**config.mk**
```make
export PLATFORM = sky130hd
export DESIGN_NAME = rr_input_dispatcher
export DESIGN_NICKNAME = d
export VERILOG_FILES = /design/src/rtl/rid_pkg.sv /design/src/rtl/rid_selector.sv /design/src/rtl/rid_fifo.sv /design/src/rtl/rid_credit.sv /design/src/rtl/rr_input_dispatcher.sv
export SDC_FILE = /design/constraint.sdc
export NUM_CORES = 1
export LEC_CHECK = 0
export ABC_AREA = 1
export BUFFER_PORTS_ARGS = -buffer_cell sky130_fd_sc_hd__buf_2
export CAP_MARGIN = 40
export CELL_PAD_IN_SITES_DETAIL_PLACEMENT = 1
export CELL_PAD_IN_SITES_GLOBAL_PLACEMENT = 2
export CORE_MARGIN = 2
export CORE_UTILIZATION = 40
export DETAILED_ROUTE_END_ITERATION = 8
export GPL_TIMING_DRIVEN = 0
export PLACE_DENSITY_LB_ADDON = 0.2
export SETUP_SLACK_MARGIN = 0.02
export SLEW_MARGIN = 40
export SYNTH_ARGS = -nofsm -noshare
export SYNTH_HDL_FRONTEND = slang
export SYNTH_SLANG_ARGS = --single-unit
```
**constraint.sdc**
```tcl
create_clock -name clk_i -period 4.7 [get_ports clk_i]
set_input_delay 0.235 -clock clk_i [delete_from_list [all_inputs] [get_ports clk_i]]
set_output_delay 0.235 -clock clk_i [all_outputs]
set_load 0.01 [all_outputs]
```
**src/rtl/rid_pkg.sv**
```systemverilog
`timescale 1ns/1ps
package rid_pkg;
  typedef enum logic {
    MODE_ROTATE = 1'b0,
    MODE_FIXED  = 1'b1
  } disp_mode_e;

  function automatic int unsigned idx_width(int unsigned n);
    return (n > 1) ? $clog2(n) : 1;
  endfunction
endpackage

```
**src/rtl/rid_selector.sv**
```systemverilog
`timescale 1ns/1ps
module rid_selector #(
  parameter int unsigned NUM   = 4,
  parameter int unsigned START = 0,
  parameter int unsigned IDX_W = 2
) (
  input  logic             clk_i,
  input  logic             rst_ni,
  output logic [IDX_W-1:0] sel_o
);
  logic [IDX_W-1:0] ptr_q;

  always_ff @(posedge clk_i or negedge rst_ni) begin
    if (!rst_ni)                          ptr_q <= IDX_W'(START);
    else if (ptr_q == IDX_W'(NUM - 1))    ptr_q <= '0;
    else                                  ptr_q <= ptr_q + 1'b1;
  end

  assign sel_o = ptr_q;
endmodule

```
**src/rtl/rid_fifo.sv**
```systemverilog
`timescale 1ns/1ps
module rid_fifo #(
  parameter int unsigned DEPTH  = 4,
  parameter int unsigned DATA_W = 16
) (
  input  logic              clk_i,
  input  logic              rst_ni,
  input  logic              push_i,
  input  logic [DATA_W-1:0] din_i,
  input  logic              pop_i,
  output logic [DATA_W-1:0] head_o,
  output logic              busy_o,
  output logic              ovf_o
);
  localparam int unsigned AW = (DEPTH > 1) ? $clog2(DEPTH) : 1;
  localparam int unsigned CW = $clog2(DEPTH + 1);

  logic [DATA_W-1:0] mem_q [DEPTH];
  logic [AW-1:0]     rd_q, wr_q;
  logic [CW-1:0]     cnt_q;
  logic              full, do_wr, do_rd, ovf_q;

  assign full  = (cnt_q == CW'(DEPTH));
  assign do_wr = push_i && !full;
  assign do_rd = pop_i && (cnt_q != '0);

  always_ff @(posedge clk_i) begin
    if (do_wr) mem_q[wr_q] <= din_i;
  end

  always_ff @(posedge clk_i or negedge rst_ni) begin
    if (!rst_ni) begin
      rd_q  <= '0;
      wr_q  <= '0;
      cnt_q <= '0;
      ovf_q <= 1'b0;
    end else begin
      if (do_wr) wr_q <= (wr_q == AW'(DEPTH - 1)) ? '0 : wr_q + 1'b1;
      if (do_rd) rd_q <= (rd_q == AW'(DEPTH - 1)) ? '0 : rd_q + 1'b1;
      case ({do_wr, do_rd})
        2'b10:   cnt_q <= cnt_q + 1'b1;
        2'b01:   cnt_q <= cnt_q - 1'b1;
        default: cnt_q <= cnt_q;
      endcase
      if (push_i && full) ovf_q <= 1'b1;
    end
  end

  assign head_o = mem_q[rd_q];
  assign busy_o = (cnt_q != '0);
  assign ovf_o  = ovf_q;
endmodule

```
**src/rtl/rid_credit.sv**
```systemverilog
`timescale 1ns/1ps
module rid_credit #(
  parameter int unsigned CREDIT_MAX = 2
) (
  input  logic clk_i,
  input  logic rst_ni,
  input  logic send_i,
  input  logic ret_i,
  output logic avail_o
);
  localparam int unsigned CW = $clog2(CREDIT_MAX + 1);

  logic [CW-1:0] cnt_q;

  always_ff @(posedge clk_i or negedge rst_ni) begin
    if (!rst_ni) cnt_q <= CW'(CREDIT_MAX);
    else begin
      case ({ret_i, send_i})
        2'b10:   cnt_q <= cnt_q + 1'b1;
        2'b01:   cnt_q <= cnt_q - 1'b1;
        default: cnt_q <= cnt_q;
      endcase
    end
  end

  assign avail_o = (cnt_q != '0);
endmodule

```
**src/rtl/rr_input_dispatcher.sv**
```systemverilog
`timescale 1ns/1ps
module rr_input_dispatcher
  import rid_pkg::*;
#(
  parameter int unsigned NUM_PORTS  = 4,
  parameter int unsigned DATA_W     = 16,
  parameter int unsigned FIFO_DEPTH = 4,
  parameter int unsigned CREDIT_MAX = 2
) (
  input  logic                        clk_i,
  input  logic                        rst_ni,
  input  logic                        fixed_mode_i,
  input  logic [NUM_PORTS-1:0]        in_valid_i,
  input  logic [NUM_PORTS*DATA_W-1:0] in_data_i,
  input  logic [NUM_PORTS-1:0]        credit_i,
  output logic [NUM_PORTS-1:0]        link_valid_o,
  output logic [NUM_PORTS*DATA_W-1:0] link_data_o,
  output logic [NUM_PORTS-1:0]        overflow_o
);
  localparam int unsigned IDX_W = idx_width(NUM_PORTS);

  disp_mode_e                   mode;
  logic [IDX_W-1:0]             sel   [NUM_PORTS];
  logic [IDX_W-1:0]             tgt   [NUM_PORTS];
  logic [DATA_W-1:0]            head  [NUM_PORTS];
  logic [NUM_PORTS-1:0]         fifo_nonempty;
  logic [NUM_PORTS-1:0]         link_avail;
  logic [NUM_PORTS-1:0]         pop;
  logic [NUM_PORTS*IDX_W-1:0]   sel_flat;

  assign mode = fixed_mode_i ? MODE_FIXED : MODE_ROTATE;

  for (genvar r = 0; r < NUM_PORTS; r++) begin : g_q
    rid_selector #(
      .NUM(NUM_PORTS), .START(r), .IDX_W(IDX_W)
    ) u_sel (
      .clk_i(clk_i), .rst_ni(rst_ni), .sel_o(sel[r])
    );

    rid_fifo #(
      .DEPTH(FIFO_DEPTH), .DATA_W(DATA_W)
    ) u_fifo (
      .clk_i (clk_i),
      .rst_ni(rst_ni),
      .push_i(in_valid_i[r]),
      .din_i (in_data_i[r*DATA_W +: DATA_W]),
      .pop_i (pop[r]),
      .head_o(head[r]),
      .busy_o(fifo_nonempty[r]),
      .ovf_o (overflow_o[r])
    );

    rid_credit #(
      .CREDIT_MAX(CREDIT_MAX)
    ) u_cred (
      .clk_i  (clk_i),
      .rst_ni (rst_ni),
      .send_i (link_valid_o[r]),
      .ret_i  (credit_i[r]),
      .avail_o(link_avail[r])
    );

    assign tgt[r] = (mode == MODE_FIXED) ? IDX_W'(r) : sel[r];
    assign pop[r] = fifo_nonempty[r] && link_avail[tgt[r]];
    assign sel_flat[r*IDX_W +: IDX_W] = sel[r];
  end

  // Per-link mux: selectors are distinct, so at most one queue hits a link.
  always_comb begin
    link_valid_o = '0;
    link_data_o  = '0;
    for (int l = 0; l < NUM_PORTS; l++) begin
      for (int r = 0; r < NUM_PORTS; r++) begin
        if (pop[r] && (tgt[r] == IDX_W'(l))) begin
          link_valid_o[l]                  = 1'b1;
          link_data_o[l*DATA_W +: DATA_W]  = head[r];
        end
      end
    end
  end
endmodule

```
Word-level counts from Yosys, hierarchy flattened
Memory sizes are Yosys's and may differ from the RTL's. Cells that the tools add are included.

Memories: 4. Word-level logic and storage cells: 233. Bits of input ports: 75. Output and inout port bits: 72. RAM bits: 256. Register bits after elaboration: 48.

Memories: g_q[0].u_fifo.mem_q (depth 4, bits a word 16, read ports 1, clocked after Yosys merged registers in 0, write ports 1, RTL line rid_fifo.sv:18) `logic [DATA_W-1:0] mem_q [DEPTH];`; g_q[1].u_fifo.mem_q (depth 4, bits a word 16, read ports 1, clocked after Yosys merged registers in 0, write ports 1, RTL line rid_fifo.sv:18); g_q[2].u_fifo.mem_q (depth 4, bits a word 16, read ports 1, clocked after Yosys merged registers in 0, write ports 1, RTL line rid_fifo.sv:18); g_q[3].u_fifo.mem_q (depth 4, bits a word 16, read ports 1, clocked after Yosys merged registers in 0, write ports 1, RTL line rid_fifo.sv:18).

$add $sub $neg: 28. Reductions and logical operators: 56. Multiplexer cells: 73. Magnitude comparators: 4. Eq/ne operators: 44.

Operators by type and width (number): $mux 16 (16); $eq 2x2->1 const B (28); $add 2x1->2 const B (16); $logic_and 1x1->1 (32); $mux 2 (16); $mux 1 (29); $eq 2x1->1 const B (12); $pmux 3 s2 (4); $reduce_bool 2->1 (12); $pmux 2 s2 (4); $add 3x1->3 const B (4); $eq 3x3->1 const B (4); $lt 2x3->1 const B (4); $reduce_bool 3->1 (4); $sub 3x1->3 const B (4); $bmux 1 s2 (4); $logic_not 2->1 (4); $sub 2x1->2 const B (4); $logic_not 1->1 (4).

Depth between registers and ports, before layout
Gate-level depths: netlist of run 1.

Depth after elaboration: 12. Mapped depth: 15. Gate-level depth less buffers: 14.

Modules after synthesis
From an unflattened synthesis of run 1, not the netlist that was laid out.

Cells, all modules: 1823. Area total of the unflattened synthesis: 17232.8 µm².

Modules (own cells, without submodules): rid_fifo (sequential area each 2122.0 µm², cells an instance 248, instances 4, area an instance 3294.4 µm²); rr_input_dispatcher (sequential area each 0.0 µm², cells an instance 751, instances 1, area an instance 3289.4 µm²); rid_credit (sequential area each 51.3 µm², cells an instance 16, instances 4, area an instance 123.9 µm²); rid_selector (g_q[1].u_sel ...) (sequential area each 51.3 µm², cells an instance 4, instances 2, area an instance 67.6 µm²); rid_selector (g_q[3].u_sel) (sequential area each 52.6 µm², cells an instance 4, instances 1, area an instance 68.8 µm²); rid_selector (g_q[0].u_sel) (sequential area each 50.0 µm², cells an instance 4, instances 1, area an instance 66.3 µm²).

Worst setup path before layout of run 1
Ideal clock, no wire load.

Path type: register to register. Start: reg g_q[1].u_sel.ptr_q[0]. End: reg g_q[1].u_fifo.cnt_q[2]. Arrival: 2.290 ns. Setup slack: 2.280 ns. Cell stages (with the launch flop): 14. Data required time: 4.569 ns. Period minus slack after synthesis: 2.420 ns. Cells stage by stage: dfstp_2 nor2_1 nand3_1 nand2_1 nor2_4 and2_1 buf_2 buf_4 ha_1 inv_1 fa_1 a21oi_1 o21ai_0 xor2_1.

Longest elaborated chain between the ends: 7.

Ends and longest elaborated chain: start, declared (RTL line rid_selector.sv:11) `logic [IDX_W-1:0] ptr_q;`; start signal, assigned (RTL line rid_selector.sv:14) `if (!rst_ni) ptr_q <= IDX_W'(START);`; start signal, assigned (RTL line rid_selector.sv:16) `else ptr_q <= ptr_q + 1'b1;`; $mux 2 (*) (RTL line rr_input_dispatcher.sv:63) `assign tgt[r] = (mode == MODE_FIXED) ? IDX_W'(r) : sel[r];`; $bmux 1 s2 (*) (RTL line rr_input_dispatcher.sv:64) `assign pop[r] = fifo_nonempty[r] && link_avail[tgt[r]];`; $mux 1 (not written as such) (*) (RTL line rr_input_dispatcher.sv:64); $logic_and 1x1->1 (*) (RTL line rr_input_dispatcher.sv:64); $logic_and 1x1->1 (*) (RTL line rid_fifo.sv:25) `assign do_rd = pop_i && (cnt_q != '0);`; net g_q[1].u_fifo.do_rd (RTL line rid_fifo.sv:21) `logic full, do_wr, do_rd, ovf_q;`; $eq 2x1->1 or $eq 2x2->1 (tied branches) (RTL line rid_fifo.sv:40) `case ({do_wr, do_rd})`; $pmux 3 s2 or $reduce_bool 2->1 (tied branches); end signal, assigned (RTL line rid_fifo.sv:41) `2'b10: cnt_q <= cnt_q + 1'b1;`; end signal, assigned (RTL line rid_fifo.sv:42) `2'b01: cnt_q <= cnt_q - 1'b1;`; end signal, assigned (RTL line rid_fifo.sv:43) `default: cnt_q <= cnt_q;`; end, declared (RTL line rid_fifo.sv:20) `logic [CW-1:0] cnt_q;`.

The timed path passes the listed nets; every way through them passes the cells marked *. The select of a mux whose other input is x is not followed. A chain may end at the register's enable or synchronous reset.

Worst setup path after layout of run 1
Start: reg g_q[3].u_fifo.rd_q[1]. End: out link_data_o[28].

Longest elaborated chain between the ends: 2.

Ends and longest elaborated chain: start, declared (RTL line rid_fifo.sv:19) `logic [AW-1:0] rd_q, wr_q;`; start signal, assigned (RTL line rid_fifo.sv:39) `if (do_rd) rd_q <= (rd_q == AW'(DEPTH - 1)) ? '0 : rd_q + 1'b1;`; $mem_v2 4x16; $mux 16 (RTL line rr_input_dispatcher.sv:74) `if (pop[r] && (tgt[r] == IDX_W'(l))) begin`; end, declared (RTL line rr_input_dispatcher.sv:17) `output logic [NUM_PORTS*DATA_W-1:0] link_data_o,`.

No other way between the ends.

==> flow_summary.yaml, run 1 <==
placement:
  gp_congestion: 0.873
  portBuffers: 146
  dp_hpwl_um: 39200
  post-place-cells: 2404
floorplan:
  io_pins: 147
  row_count: 72
  die_h_um: 202
  initial_core_util_pct: 40.6
  core_area_mm2: 0.0386
  dieArea_mm2: 0.0408
  chipWidth_um: 202
timing:
  hold_violations: 0
  tns_ns: 0
  slew-limit-headroom_pct: 41.0
  rsz0062_at_grt: "false"
  fin_crit_sh_pct: 73.5
  finalSetupViolCount: 0
  worst_pin_slew_ns: 0.886
  fmax_mhz: 289
  final_max_slew_viol_count: 0
  period_minus_slack_ns: 3.46
  fin_skew_ns: 0.0180
routing:
  antenna_left: 0
  wirelength_um: 53000
  vias: 13200
  drc: 0
  vias_per_cell: 5.20
  drt-initial-drc-count: 796
  drtPass1Iterations: 5
  routedWlPerCell_um: 20.9
clock_tree:
  cts_tree: "built"
  cts_buffers: 36
  clk_pin_slew_ns: 0.06
  clkSinkCount: 304
  clk_latency_ns: 0.52
  cts_root_buf: "clkbuf_16"
  cts_resized: 0
  cts_max_level: 2
  postCtsHoldBufs: 65
  cts.path.max_buffers: 3
  post_cts_buffers: 0
flow_run:
  cap_viol_max_count: 0
grt:
  track_usage_pct: 26.4
  antenna_found_initial: 0
  grt_max_degree: 49
  grt_pass1_wl_um: 81700
  overflow: 0
  first_global_vias: 13800
synth:
  synth.avg_cell_area_um2: 9.02
  netlist_instances: 1739
  synth_top_cells_by_area: "edfxtp_1 (49%), nand2_1 (11%), dfrtp_1 (6.4%), inv_1 (5.1%), nor2_1 (4.5%)"
  synth_cell_types: 36
  ys_warn_count: 0
  synth-edff-count: 256
  syn_area_mm2: 0.0157
  synth_largest_area_cell: "edfxtp_1"
  synthTopCellsByCount: "nand2_1 (466), edfxtp_1 (256), inv_1 (214)"
  ys_async_sr_fraction_pct: 15.8
  synth.top_cell.area_share_pct: 49.0
  synth_nets: 1850
  synth_flop_cell: "edfxtp_1"
  synth_most_common_cell: "nand2_1"
  ys_ff_latch: 304
  yosysSeqAreaShare_pct: 56.7
critical_path:
  cp_slowest_stage_delay_ns: 0.66
  cp.depth: 7
  crit_chain: "inv_1, clkbuf_1, o21ai_0, o22ai_1, nor2_1, a21oi_1, buf_2"
  cp_top_family: "compound AO/OA/AOI/OAI gates"
  reg2regPathDepth: 13
  crit_type: "reg2out"
  worstPathArrival_ns: 3.22
  worst-path-buf-inv: 3
  cp-start-kind: "flip-flop"
  crit_path_top_delay_cell: "o22ai_1"
  worst_ep_required_time_ns: 4.47
  setup.worst_path.end_class: "output pin"
  cp_max_fo: 10
final_layout:
  nNetsFinal: 2100
  drive_gt1_share_pct: 14.8
  syn_to_final_growth_pct: 21.7
  final_cells: 2533
  antenna_cells: 0
  post-route-util_pct: 49.4
pwr:
  cellPowerDensity_mw_per_mm2: 665
  ir_drop_mv: 0.344
  p_leak_nw: 8.37
run_status:
  status: "completed"
hold_path:
  min-delay-path-class: "in2reg"
  min_path_cells: 2
==> power breakdown <==
| part | internal [mW] | switching (mW) | leakage, nW |
|---|---|---|---|
| Clock | 1.69 | 1.08 | 0.568 |
| Combinational | 1.66 | 4.38 | 4.91 |
| Sequential | 3.61 | 0.267 | 2.89 |
| Total | 6.97 | 5.73 | 8.37 |
==> path summary, 6_finish.rpt <==
path | start | slack, ns | to
setup / recovery | g_q[3].u_fifo.rd_q[1] | 1.24 | link_data_o[28]
max in group asynchronous | rst_ni | 3.87 | g_q[3].u_fifo.cnt_q[2]
min in group asynchronous | rst_ni | 0.33 | g_q[1].u_fifo.ovf_o
hold reg to reg | g_q[3].u_fifo.ovf_o | 0.47 | g_q[3].u_fifo.ovf_o
hold / removal | in_valid_i[1] | 0.03 | g_q[1].u_fifo.ovf_o
setup reg to reg | g_q[1].u_fifo.cnt_q[0] | 1.71 | g_q[1].u_fifo.cnt_q[2]
==> flip-flops by register name (all words and copies together) (netlist names) <==
signal and cells:
g_q.u_fifo.mem_q 256, g_q.u_fifo.cnt_q 12, g_q.u_cred.cnt_q 8, g_q.u_fifo.rd_q 8
g_q.u_fifo.wr_q 8, g_q.u_sel.sel_o 8, g_q.u_fifo.ovf_o 4
==> through the flow <==
stage	total power, mW	setup WS, ns	hold WS [ns]	instance area, µm²
6_report	12.7	1.24	0.0276	19100
4_1_cts	12.7	1.26	0.0131	19100
2_1_floorplan	7.39	2.28	-0.0606	15700
5_1_grt	13.6	1.11	0.0327	19100
3_5_place_dp	9.90	1.77	0.357	17300
3_3_place_gp	9.60	1.84	0.447	17100
==> layout make-up <==
cell class | instances | area, µm²
inverter | 223 | 837
buffer | 93 | 468
clock inverter | 12 | 141
multi-input combinational | 1119 | 5660
clock buffer | 52 | 1030
tap | 518 | 648
timing repair buffer | 212 | 1400
fill | 4476 | 19600
sequential | 304 | 8900
==> placed cells by master, fill, tap and decap left out, types with 58 or more instances in the layout <==
cell type      count
o21ai_0           76
a21oi_1           58
dlygate4sd3_1     65
nand2_1          466
edfxtp_1         256
inv_1            214
nor2_1           172
nand4_1           61
buf_2            171
nand3_1          120
==> metal layers <==
metal  share of wire, %  vias to the layer above  GRT usage, %
li1                   -                     6287             -
met2                 48                      331          44.0
met3                4.3                       75          2.74
met5                  0                        -             0
met4                2.8                        0          7.64
met1                 45                     6474          36.8
==> logic make-up after synthesis <==
kind of cell,synth area share (%)
compound gates,7.89
flops,56.7
xor+xnor,0.894
fa+ha+maj,3.06
buf+inv,8.32
simple gates,23.1
No activity file was read; power rests on OpenSTA's default activity.
==> run 2: changes to the inputs <==
CORE_UTILIZATION = 37   (was 40)
clock period = 3.6 ns   (was 4.7 ns; I/O delays follow)
==> flow_summary.yaml, run 2 (synthesis gave the netlist of run 1 again) <==
run_status:
  status: "completed"
final_layout:
  top_register: "g_q.u_fifo.mem_q"
  final_area_mm2: 0.0191
  syn_to_final_growth_pct: 22.1
  seqCellArea_mm2: 0.00890
  largest_reg_flops: 256
  final_cells: 2560
  final_cell_mix: "nand2_1 (466), edfxtp_1 (256), inv_1 (214), nor2_1 (172), buf_2 (171)"
  antenna_cells: 0
  mostFrequentLayoutCell: "nand2_1"
  multi_input_area_mm2: 0.00565
  largestRegisters: "g_q.u_fifo.mem_q (256), g_q.u_fifo.cnt_q (12)"
  drive_gt1_share_pct: 15.0
  nNetsFinal: 2106
  fillers: 4860
clock_tree:
  cts_root_buf: "clkbuf_16"
  cts_tree: "built"
  cts.path.max_buffers: 3
  post_cts_buffers: 0
  clkSinkCount: 304
  cts_max_level: 2
  clk_latency_ns: 0.54
  clk_pin_slew_ns: 0.06
  cts_buffers: 35
floorplan:
  dieArea_mm2: 0.0440
  chipWidth_um: 210
  core_area_mm2: 0.0419
  initial_core_util_pct: 37.5
  io_pins: 147
  die_h_um: 210
  row_count: 75
critical_path:
  worstPathArrival_ns: 3.23
  cp-start-kind: "flip-flop"
  crit_path_end: "link_data_o[28]"
  r2r_slack_ns: 0.59
  crit_chain: "inv_1, clkbuf_1, o21ai_0, o22ai_1, nor2_1, a21oi_1, buf_2"
  worst-path-buf-inv: 3
  cp.depth: 7
  rr_endpoint: "g_q[2].u_cred.cnt_q[1]"
  crit_type: "reg2out"
  crit_path_top_delay_cell: "o22ai_1"
  reg2regPathDepth: 11
  cp_slowest_stage_delay_ns: 0.60
  cp_max_fo: 10
  crit_start: "g_q[3].u_fifo.rd_q[1]"
  rr_startpoint: "g_q[3].u_cred.cnt_q[0]"
  setup.worst_path.end_class: "output pin"
  cp_top_family: "compound AO/OA/AOI/OAI gates"
  worst_ep_required_time_ns: 3.42
timing:
  fin_crit_sh_pct: 94.7
  hold_violations: 0
  hold-worst-slack_ns: 0.0479
  rsz0062_at_grt: "false"
  fin_skew_ns: 0.0224
  fmax_mhz: 293
  period_minus_slack_ns: 3.41
  final_max_slew_viol_count: 0
  tns_ns: 0
  finalSetupViolCount: 0
  slew-limit-headroom_pct: 50.2
  worst_pin_slew_ns: 0.747
routing:
  drtPass1Iterations: 4
  antenna_left: 0
  wirelength_um: 53800
  vias_per_cell: 5.13
  vias: 13100
  drc: 0
  routedWlPerCell_um: 21.0
  drt-initial-drc-count: 837
grt:
  grt_max_degree: 49
  first_global_vias: 13600
  track_usage_pct: 24.8
  antenna_found_initial: 2
  grt_pass1_wl_um: 81700
  overflow: 0
placement:
  dp_hpwl_um: 39700
  post-place-cells: 2428
  portBuffers: 146
  placed_area_mm2: 0.0173
  gp_congestion: 0.867
hold_path:
  min_path_cells: 4
  hp-start: "credit_i[1]"
  min-delay-path-class: "in2reg"
pwr:
  cellPowerDensity_mw_per_mm2: 864
  ir_drop_mv: 0.369
  p_leak_nw: 8.40
flow_run:
  cap_viol_max_count: 0
## run 2: changes by cell type in the layout (fill, tap and decap cells not counted), moves of 2 or more
| cell | previous run | this run |
|---|---|---|
| buf_6 | 4 | 6 |
| buf_8 | 1 | 3 |
| clkbuf_1 | 56 | 51 |
| clkbuf_8 | 5 | 3 |
| clkinv_2 | 5 | 11 |
| dlygate4sd3_1 | 65 | 69 |
## run 2: final cells by class
type / count / area share (%)
Sequential cell: 304 / 46.5
Multi-Input combinational cell: 1119 / 29.5
Timing Repair Buffer: 219 / 7.75
Clock buffer: 46 / 5.17
Inverter: 223 / 4.39
Tap cell: 539 / 3.52
Buffer: 93 / 2.45
Clock inverter: 17 / 0.725
## run 2: worst min-delay path: stages
cell     delay (ns)
buf_2          0.09
inv_1          0.05
ha_1           0.16
xnor2_1        0.06
## run 2: routing by layer
layer  vias to the layer above  global-route usage, %  share of wire, %
li1                       6298                      -                 -
met1                      6505                   34.4                46
met2                       267                   41.6                48
met3                        61                   3.25               3.9
met4                         2                   5.53               1.7
met5                         -                      0             0.013
## run 2: how the worst min path moves through the flow
| stage | to | slack, ns |
|---|---|---|
| final | g_q[1].u_cred.cnt_q[0] | 0.05 |
| after floorplan | g_q[0].u_cred.cnt_q[0] | -0.12 |
| after CTS | g_q[1].u_cred.cnt_q[0] | 0.02 |
| after global routing | g_q[1].u_cred.cnt_q[0] | 0.07 |
| after detailed placement | g_q[0].u_fifo.cnt_q[0] | 0.31 |
| after global placement | g_q[1].u_fifo.mem_q[0][14] | 0.39 |
## run 2: per-stage QoR
stage / utilization [%] / total power [mW] / setup slack [ns]
after global placement: 40.8 / 12.6 / 0.717
final: 45.8 / 16.5 / 0.192
after detailed placement: 41.4 / 13.0 / 0.652
after floorplan: - / 9.65 / 1.18
after global routing: 45.8 / 17.7 / 0.0362
after CTS: 45.7 / 16.6 / 0.250
## run 2: power breakdown
part | leakage (nW) | internal (mW) | switching (mW)
Sequential | 2.89 | 4.72 | 0.347
Combinational | 4.95 | 2.20 | 5.78
Clock | 0.563 | 2.08 | 1.42
Total | 8.40 | 9.00 | 7.55
## run 2: repair_timing
item	4_1_cts	5_1_grt
hold buffers	69	0
setup endpoints to repair	0	1
gates resized for setup	0	3
endpoints found under the hold margin	300	0
==> run 3: changes to the inputs <==
RECOVER_POWER = 50   (was not set)
==> flow_summary.yaml, run 3 (synthesis gave the netlist of run 1 again) <==
final_layout:
  final_cell_mix: "nand2_1 (466), edfxtp_1 (256), inv_1 (214), nor2_1 (175), nand3_1 (120)"
  antenna_cells: 0
  mostFrequentLayoutCell: "nand2_1"
  final_cells: 2560
  post-route-util_pct: 45.4
  nNetsFinal: 2106
  top_register: "g_q.u_fifo.mem_q"
  largest_reg_flops: 256
  final_area_mm2: 0.0190
  syn_to_final_growth_pct: 21.1
  largestRegisters: "g_q.u_fifo.mem_q (256), g_q.u_fifo.cnt_q (12)"
  fillers: 4901
  drive_gt1_share_pct: 11.1
timing:
  tns_ns: 0
  rsz0062_at_grt: "false"
  setup_ws_ns: 0.189
  worst_pin_slew_ns: 2.78
  fmax_mhz: 293
  finalSetupViolCount: 0
  slew-limit-headroom_pct: -85.6
  final_max_slew_viol_count: 79
  period_minus_slack_ns: 3.41
  hold-worst-slack_ns: 0.0471
  hold_violations: 0
  fin_crit_sh_pct: 94.8
  fin_skew_ns: 0.0206
placement:
  dp_hpwl_um: 39700
  portBuffers: 146
  gp_congestion: 0.867
  placed_area_mm2: 0.0173
  post-place-cells: 2428
  place_ws_ns: 0.652
critical_path:
  r2r_slack_ns: 0.31
  rr_startpoint: "g_q[0].u_fifo.cnt_q[0]"
  cp_max_fo: 10
  worstPathArrival_ns: 3.23
  cp-start-kind: "flip-flop"
  setup.worst_path.end_class: "output pin"
  worst_ep_required_time_ns: 3.42
  rr_endpoint: "g_q[0].u_fifo.cnt_q[2]"
  crit_start: "g_q[3].u_fifo.rd_q[1]"
  reg2regPathDepth: 7
  crit_type: "reg2out"
routing:
  drt-initial-drc-count: 799
  wirelength_um: 53700
  vias_per_cell: 5.15
  antenna_left: 0
  vias: 13200
  drtPass1Iterations: 5
  routedWlPerCell_um: 21.0
  drc: 0
clock_tree:
  post_cts_buffers: 0
  cts_root_buf: "clkbuf_16"
  clk_pin_slew_ns: 0.06
  cts.path.max_buffers: 3
  clkSinkCount: 304
  cts_tree: "built"
  cts_buffers: 35
  clk_latency_ns: 0.54
  cts_max_level: 2
grt:
  antenna_found_initial: 2
  track_usage_pct: 24.8
  first_global_vias: 13600
  grt_max_degree: 49
  overflow: 0
  grt_pass1_wl_um: 81700
floorplan:
  dieArea_mm2: 0.0440
  die_h_um: 210
  initial_core_util_pct: 37.5
  chipWidth_um: 210
  io_pins: 147
  row_count: 75
  core_area_mm2: 0.0419
flow_run:
  cap_viol_max_count: 5
hold_path:
  hp-start: "credit_i[1]"
  min_path_cells: 4
  min-delay-path-class: "in2reg"
  holdPathEnd: "g_q[1].u_cred.cnt_q[0]"
pwr:
  p_leak_nw: 8.21
  cellPowerDensity_mw_per_mm2: 867
  finalPower_mw: 16.5
  ir_drop_mv: 0.358
run_status:
  violations: "capacitance limit, slew limit"
  status: "finished, violations left"
==> run 3: cell type report <==
class / count / area [µm²] / share of cell area [%]
multi-input cells: 1119 / 5580 / 29.4
plain buffers: 93 / 469 / 2.47
inverters: 223 / 841 / 4.43
clock buffers: 46 / 990 / 5.21
flip-flops and latches: 304 / 8900 / 46.9
repair buffers: 219 / 1400 / 7.36
well taps: 539 / 674 / 3.55
clock inverters: 17 / 139 / 0.732
==> run 3: where the power goes <==
part	total, mW	switching, mW	internal, mW	leakage [nW]
clock network	3.50	1.42	2.08	0.563
registers	5.04	0.324	4.72	2.89
logic	7.91	5.75	2.17	4.76
total	16.5	7.49	8.97	8.21
==> run 3: what timing repair did <==
action,4_1_cts,5_1_grt
resized for setup,0,3
hold endpoints to repair,300,0
hold buffers,69,0
setup endpoints to repair,0,1
==> run 3: how the worst max path moves through the flow <==
stage	to	depth (start not counted)
after floorplan	g_q[1].u_fifo.cnt_q[2]	13
after global placement	g_q[2].u_cred.cnt_q[1]	11
after detailed placement	g_q[2].u_cred.cnt_q[1]	11
after CTS	link_data_o[25]	10
after global routing	link_data_o[32]	12
final	link_data_o[28]	7
==> run 3: worst max-delay path, stage by stage (launching register included) <==
cell,delay (ns)
dfrtp_1,0.50
inv_1,0.29
clkbuf_1,0.47
o21ai_0,0.17
o22ai_1,0.59
nor2_1,0.11
a21oi_1,0.34
buf_2,0.21
==> run 3: layer usage <==
layer | part of all wire [%] | global-route usage [%]
met1 | 46 | 34.4
met5 | 0.013 | 0
met2 | 48 | 41.6
met4 | 1.7 | 5.53
met3 | 4.1 | 3.25
